<file path="config.mk">
export PLATFORM = sky130hd
export DESIGN_NAME = cal_counter
export DESIGN_NICKNAME = d
export VERILOG_FILES = /design/src/rtl/cal_pkg.sv /design/src/rtl/cal_month_len.sv /design/src/rtl/cal_bcd_field.sv /design/src/rtl/cal_hour_unit.sv /design/src/rtl/cal_counter.sv
export SDC_FILE = /design/constraint.sdc
export NUM_CORES = 1
export LEC_CHECK = 0
export CAP_MARGIN = 20
export CORE_AREA = 2 2 91 93
export DETAILED_ROUTE_END_ITERATION = 6
export DIE_AREA = 0 0 93 95
export GPL_TIMING_DRIVEN = 1
export PLACE_DENSITY = 0.87
export SLEW_MARGIN = 20
export SYNTH_ARGS = -nofsm -noshare
export SYNTH_HDL_FRONTEND = slang
export SYNTH_SLANG_ARGS = --single-unit
</file>
<file path="constraint.sdc">
create_clock -name clk -period 3.1 [get_ports clk]
set_input_delay 0.62 -clock clk [delete_from_list [all_inputs] [get_ports clk]]
set_output_delay 0.62 -clock clk [all_outputs]
set_load 0.01 [all_outputs]
</file>
<file path="src/rtl/cal_pkg.sv">
package cal_pkg;

    localparam int BCD_W   = 8;
    localparam int FIELD_N = 7;

    typedef logic [BCD_W-1:0] bcd8_t;

    typedef enum logic [2:0] {
        F_SEC   = 3'd0,
        F_MIN   = 3'd1,
        F_HOUR  = 3'd2,
        F_DATE  = 3'd3,
        F_MONTH = 3'd4,
        F_YEAR  = 3'd5,
        F_DOW   = 3'd6
    } field_e;

    typedef struct packed {
        logic       mil;
        logic       pm;
        logic [5:0] hr;
    } hour_t;

    function automatic bcd8_t bcd_inc(input bcd8_t v);
        if (v[3:0] >= 4'd9)
            return {v[7:4] + 4'd1, 4'd0};
        else
            return {v[7:4], v[3:0] + 4'd1};
    endfunction

    function automatic logic [6:0] bcd_to_bin(input bcd8_t v);
        return ({3'b0, v[7:4]} * 7'd10) + {3'b0, v[3:0]};
    endfunction

    function automatic logic year_is_leap(input bcd8_t yr);
        logic [6:0] b;
        b = bcd_to_bin(yr);
        return (b[1:0] == 2'b00);
    endfunction

endpackage

</file>
<file path="src/rtl/cal_month_len.sv">
module cal_month_len
    import cal_pkg::*;
(
    input  bcd8_t month,
    input  bcd8_t year,
    output bcd8_t last_day
);
    always_comb begin
        unique case (month)
            8'h02:                      last_day = year_is_leap(year) ? 8'h29 : 8'h28;
            8'h04, 8'h06, 8'h09, 8'h11: last_day = 8'h30;
            default:                    last_day = 8'h31;
        endcase
    end
endmodule

</file>
<file path="src/rtl/cal_bcd_field.sv">
module cal_bcd_field
    import cal_pkg::*;
#(
    parameter bcd8_t RST_VAL  = 8'h00,
    parameter bcd8_t WRAP_VAL = 8'h00
) (
    input  logic  clk,
    input  logic  rst,
    input  logic  step,
    input  logic  load,
    input  bcd8_t load_val,
    input  bcd8_t top_val,
    output bcd8_t value,
    output logic  carry
);
    logic at_top;

    assign at_top = (value >= top_val);
    assign carry  = step & at_top;

    always_ff @(posedge clk) begin
        if (rst)
            value <= RST_VAL;
        else if (load)
            value <= load_val;
        else if (step)
            value <= at_top ? WRAP_VAL : bcd_inc(value);
    end
endmodule

</file>
<file path="src/rtl/cal_hour_unit.sv">
module cal_hour_unit
    import cal_pkg::*;
(
    input  logic  clk,
    input  logic  rst,
    input  logic  step,
    input  logic  load,
    input  bcd8_t load_val,
    output bcd8_t hour_reg,
    output logic  carry
);
    hour_t st;
    bcd8_t hr_next;
    logic  day_end;

    assign hr_next = bcd_inc({2'b00, st.hr});
    assign day_end = st.mil ? (st.hr >= 6'h23) : ((st.hr == 6'h11) && st.pm);
    assign carry   = step & day_end;

    assign hour_reg = st.mil ? {1'b1, 1'b0, st.hr}
                             : {1'b0, 1'b0, st.pm, st.hr[4:0]};

    always_ff @(posedge clk) begin
        if (rst) begin
            st <= '{mil: 1'b0, pm: 1'b0, hr: 6'h12};
        end else if (load) begin
            st.mil <= load_val[7];
            if (load_val[7]) begin
                st.pm <= 1'b0;
                st.hr <= load_val[5:0];
            end else begin
                st.pm <= load_val[5];
                st.hr <= {1'b0, load_val[4:0]};
            end
        end else if (step) begin
            if (st.mil) begin
                st.hr <= (st.hr >= 6'h23) ? 6'h00 : hr_next[5:0];
            end else if (st.hr >= 6'h12) begin
                st.hr <= 6'h01;
            end else if (st.hr == 6'h11) begin
                st.hr <= 6'h12;
                st.pm <= ~st.pm;
            end else begin
                st.hr <= hr_next[5:0];
            end
        end
    end
endmodule

</file>
<file path="src/rtl/cal_counter.sv">
module cal_counter
    import cal_pkg::*;
#(
    parameter int DOW_W    = 3,
    parameter int DOW_DAYS = 7
) (
    input  logic               clk,
    input  logic               rst,
    input  logic               tick,
    input  logic [FIELD_N-1:0] ld_sel,
    input  logic [BCD_W-1:0]   ld_data,
    output logic [BCD_W-1:0]   sec_o,
    output logic [BCD_W-1:0]   min_o,
    output logic [BCD_W-1:0]   hour_o,
    output logic [BCD_W-1:0]   date_o,
    output logic [BCD_W-1:0]   month_o,
    output logic [BCD_W-1:0]   year_o,
    output logic [DOW_W-1:0]   dow_o
);
    localparam logic [DOW_W-1:0] DOW_LAST = DOW_W'(DOW_DAYS - 1);

    logic  adv;
    logic  sec_c, min_c, hour_c, date_c, month_c, year_c;
    bcd8_t last_day;

    // a host write pre-empts the tick for the whole register set
    assign adv = tick & ~(|ld_sel);

    cal_bcd_field #(.RST_VAL(8'h00), .WRAP_VAL(8'h00)) u_sec (
        .clk(clk), .rst(rst), .step(adv), .load(ld_sel[F_SEC]),
        .load_val(ld_data), .top_val(8'h59), .value(sec_o), .carry(sec_c));

    cal_bcd_field #(.RST_VAL(8'h00), .WRAP_VAL(8'h00)) u_min (
        .clk(clk), .rst(rst), .step(sec_c), .load(ld_sel[F_MIN]),
        .load_val(ld_data), .top_val(8'h59), .value(min_o), .carry(min_c));

    cal_hour_unit u_hour (
        .clk(clk), .rst(rst), .step(min_c), .load(ld_sel[F_HOUR]),
        .load_val(ld_data), .hour_reg(hour_o), .carry(hour_c));

    cal_month_len u_mlen (
        .month(month_o), .year(year_o), .last_day(last_day));

    cal_bcd_field #(.RST_VAL(8'h01), .WRAP_VAL(8'h01)) u_date (
        .clk(clk), .rst(rst), .step(hour_c), .load(ld_sel[F_DATE]),
        .load_val(ld_data), .top_val(last_day), .value(date_o), .carry(date_c));

    cal_bcd_field #(.RST_VAL(8'h01), .WRAP_VAL(8'h01)) u_month (
        .clk(clk), .rst(rst), .step(date_c), .load(ld_sel[F_MONTH]),
        .load_val(ld_data), .top_val(8'h12), .value(month_o), .carry(month_c));

    cal_bcd_field #(.RST_VAL(8'h00), .WRAP_VAL(8'h00)) u_year (
        .clk(clk), .rst(rst), .step(month_c), .load(ld_sel[F_YEAR]),
        .load_val(ld_data), .top_val(8'h99), .value(year_o), .carry(year_c));

    always_ff @(posedge clk) begin
        if (rst)
            dow_o <= '0;
        else if (ld_sel[F_DOW])
            dow_o <= ld_data[DOW_W-1:0];
        else if (hour_c)
            dow_o <= (dow_o >= DOW_LAST) ? '0 : dow_o + 1'b1;
    end

    logic unused_c;
    assign unused_c = year_c;
endmodule

</file>
==> results.md <==
* DP Cell Count at ~650
* Sequential share of the synthesized area at 0.264
* Via density at between 6 and 7
* Leakage at 1.82 nW
* DR iter-0 viols at 400
* Fmax at between 300 and 400 MHz
* Peak VDD IR at 0.173 mV
* Clk root buf: clkbuf_8
* # hold bufs at CTS at 0
* #FFs+latches synth at 51
* Remaining Overflow, GRT at 0
* Largest net degree at the start of global routing at 28
* Ys Warns at 0
* Initial DRT Pass Iterations at 5
* Xor/xnor share of the synthesized area at 0.0136
* Hold Path Stages at 2
* Row cnt at 33
* RD Place Congestion at 0.918
* Dpl hpwl at 8550 um
* Routed Wire Length at approximately 12000 um
* Die W at around 93 um
* Setup TNS at 0 ps
* Nets at 611
* Final hold violations at 0
* Max-cap violations at 0
* Number of synthesized flops with an enable pin at 0
* Vias in the first global route at 3899
* RSZ-0062 raised after global routing: no
* Path depth of the worst reg2reg path at 13
* Clock latency on the worst-skew pair at 310 ps
* CORE AREA at around 7900 sq um
* CTS Buffer Depth at 2
* Clock transition at path regs at ~90 ps
* CP Launch Type: flop
* Netlist cell types at 71
* Adder-cell share of the synthesized area at 0.123
* CP Class: reg2reg
* Most used DFF post-synth: dfxtp_1
* Wirelength per Cell at 17.5 um
* Mux contribution to synthesized area at 0.0239
* WP data required at 3300 ps
* Die height at around 95 um
* Clock skew at slightly below 10 ps
* Initial antenna violation count at 0
* CP max FO at 4
* DRC violations left at 0
* Io pins at a little under 70
* Slew Viols, Final at 0
* Synth Cell Area at 3870 sq um
* Syn Nets at 544
* Die area at 8840 sq um
* Flop-to-flop setup slack at between 150 and 200 ps
* # port buffers at between 60 and 70
* GRT Total Usage at 0.263
* CTS buffer count at 5
* Initial cell density of the core at 0.488
* Worst Hold Endpoint: u_date.value[6]
* Largest family of logic cells by synthesized area: compound AO/OA/AOI/OAI gates
* Commonest non-fill, non-tap cell in the layout: clkdlybuf4s50_1
* CTS Sinks at 51
* Placed cell area at 4680 sq um
* Post-Layout Cell Count at 661
* Fraction of layout cells with a size suffix above 1 at 0.0773
* First-pass GRT wire length at 18800 um
* H-tree depth at 2
* CP Capture Type: flop
* Ys async rst share at 0
* Routed vias at about 4200
* Crit share post-route at 0.941
* Power, Total at approximately 1.6 mW
* Slew margin rel. at 0.571
* Syn avg cell area at 7.93 sq um
* Status: completed
* Most frequent cells in the layout: 67 x clkdlybuf4s50_1, 50 x dfxtp_1, 45 x nand2_1, 38 x ha_1, 36 x inv_1
* Endpoints failing setup at 0
* R2R Path Start: u_month.value[0]
* Pwr/cell area at 337 nW/um^2
* P&R area growth vs syn at 24.3%
* Post-Synth Simple-Gate Area at 0.244
* R2R Path End: u_month.value[4]
* Post-route ant nets at 0
* Design Area, Final at just under 5000 sq um
* CTS tree: done
* Synth Area in Compound Gates at 0.260
* Signal arrival time at the worst endpoint at roughly 3100 ps
* N_diodes at 0
* Hold Path Class: reg2reg
* Worst hold path startpoint: u_date.value[6]
* Worst-Margin Slew at 637 ps
* Minimum clock period after layout at ~2900 ps
* Post-Syn Instances at 488
what timing repair did:
item / 4_1_cts / 5_1_grt
resized for setup: 1 / 5
setup endpoints to repair: 5 / 12
buffers inserted: 0 / 0
report_power, final:
group	internal, mW	switching [mW]	total, mW	leakage (nW)
registers	0.694	0.0630	0.757	0.421
clock network	0.204	0.225	0.429	0.0515
logic	0.196	0.237	0.433	1.35
total	1.09	0.525	1.62	1.82
worst max path at each step:
| stage | cells past startpoint | slack [ps] | to | start |
|---|---|---|---|---|
| after global placement | 13 | 160 | u_date.value[6] | u_month.value[1] |
| final | 13 | 180 | u_month.value[4] | u_month.value[0] |
| after CTS | 14 | 110 | u_year.value[5] | u_month.value[1] |
| after detailed placement | 14 | 20 | u_year.value[5] | u_month.value[1] |
| after floorplan | 13 | 190 | u_year.value[4] | u_month.value[0] |
| after global routing | 13 | 70 | u_date.value[1] | u_month.value[0] |
sequential cells by signal, summed over array words and instances, names as in the netlist:
signal         cells
u_year.value       8
u_hour.st          8
u_month.value      8
u_date.value       8
dow_o              3
u_min.value        8
u_sec.value        8
cell families after synthesis:
family / count (synthesis)
adders and majority gates: 38
other: 1
and+or+nand+nor: 178
muxes: 9
DFF: 51
buffers and inverters: 63
xor gates and xnor gates: 6
AOI/OAI and AO/OA: 142
cell usage after synthesis, types with 3 or more instances:
library cell | number | share of area
clkbuf_1 | 13 | 0.013
o311ai_1 | 4 | 0.0091
o211ai_1 | 10 | 0.019
xnor2_1 | 3 | 0.0068
nand2_1 | 46 | 0.045
nor3b_1 | 7 | 0.014
dfxtp_1 | 51 | 0.26
o21a_1 | 6 | 0.012
or3_1 | 5 | 0.0081
xor2_1 | 3 | 0.0068
buf_2 | 4 | 0.0052
nand3_1 | 15 | 0.019
mux2i_1 | 7 | 0.018
a21oi_1 | 30 | 0.039
a32oi_1 | 3 | 0.0068
a2111oi_0 | 3 | 0.0068
o31ai_1 | 5 | 0.0097
o21ai_0 | 13 | 0.017
o22ai_1 | 3 | 0.0049
nand3b_1 | 4 | 0.0078
nor2b_1 | 6 | 0.0097
inv_1 | 36 | 0.035
buf_4 | 8 | 0.016
nor3_1 | 18 | 0.023
nand4_1 | 16 | 0.026
nor2_1 | 34 | 0.033
o21ai_1 | 8 | 0.010
a211oi_1 | 8 | 0.016
a31oi_1 | 14 | 0.023
a221oi_1 | 3 | 0.0068
and2_1 | 5 | 0.0081
nor4_1 | 3 | 0.0049
a21o_1 | 4 | 0.0078
a22oi_1 | 6 | 0.012
nor4b_1 | 3 | 0.0068
ha_1 | 38 | 0.12
per-stage QoR:
stage                      util  hold WS (ps)  setup WS (ps)
after floorplan               -           494            186
after global placement    0.591           477            158
after detailed placement  0.591           488           18.4
after CTS                 0.604           501            111
after global routing      0.606           528           65.6
final                     0.606           506            184
final cells by class:
cell class,instances,area [sq um]
clock buffers,8,100
fillers,709,3120
inverters,36,135
multi-input cells,374,2600
flip-flops and latches,51,1020
well taps,105,131
repair buffers,87,821
critical path: stages, from the launching register on:
cell and delay, ps:
dfxtp_1 390, inv_1 80, ha_1 230, o211ai_1 210, a21oi_1 90, a31oi_1 150, nor3_1 80, a21oi_1 170
ha_1 280, nor4b_4 270, nor2_1 100, nor2_1 150, o31a_1 270, mux2_1 340
per-layer routing:
layer,track usage,vias to the layer above,share of wire
met2,0.439,216,0.47
met5,0,-,0
met3,0.0351,35,0.075
li1,-,1932,-
met1,0.347,1991,0.43
met4,0.100,0,0.027
Note: power is estimated with default switching activity, not from simulation.
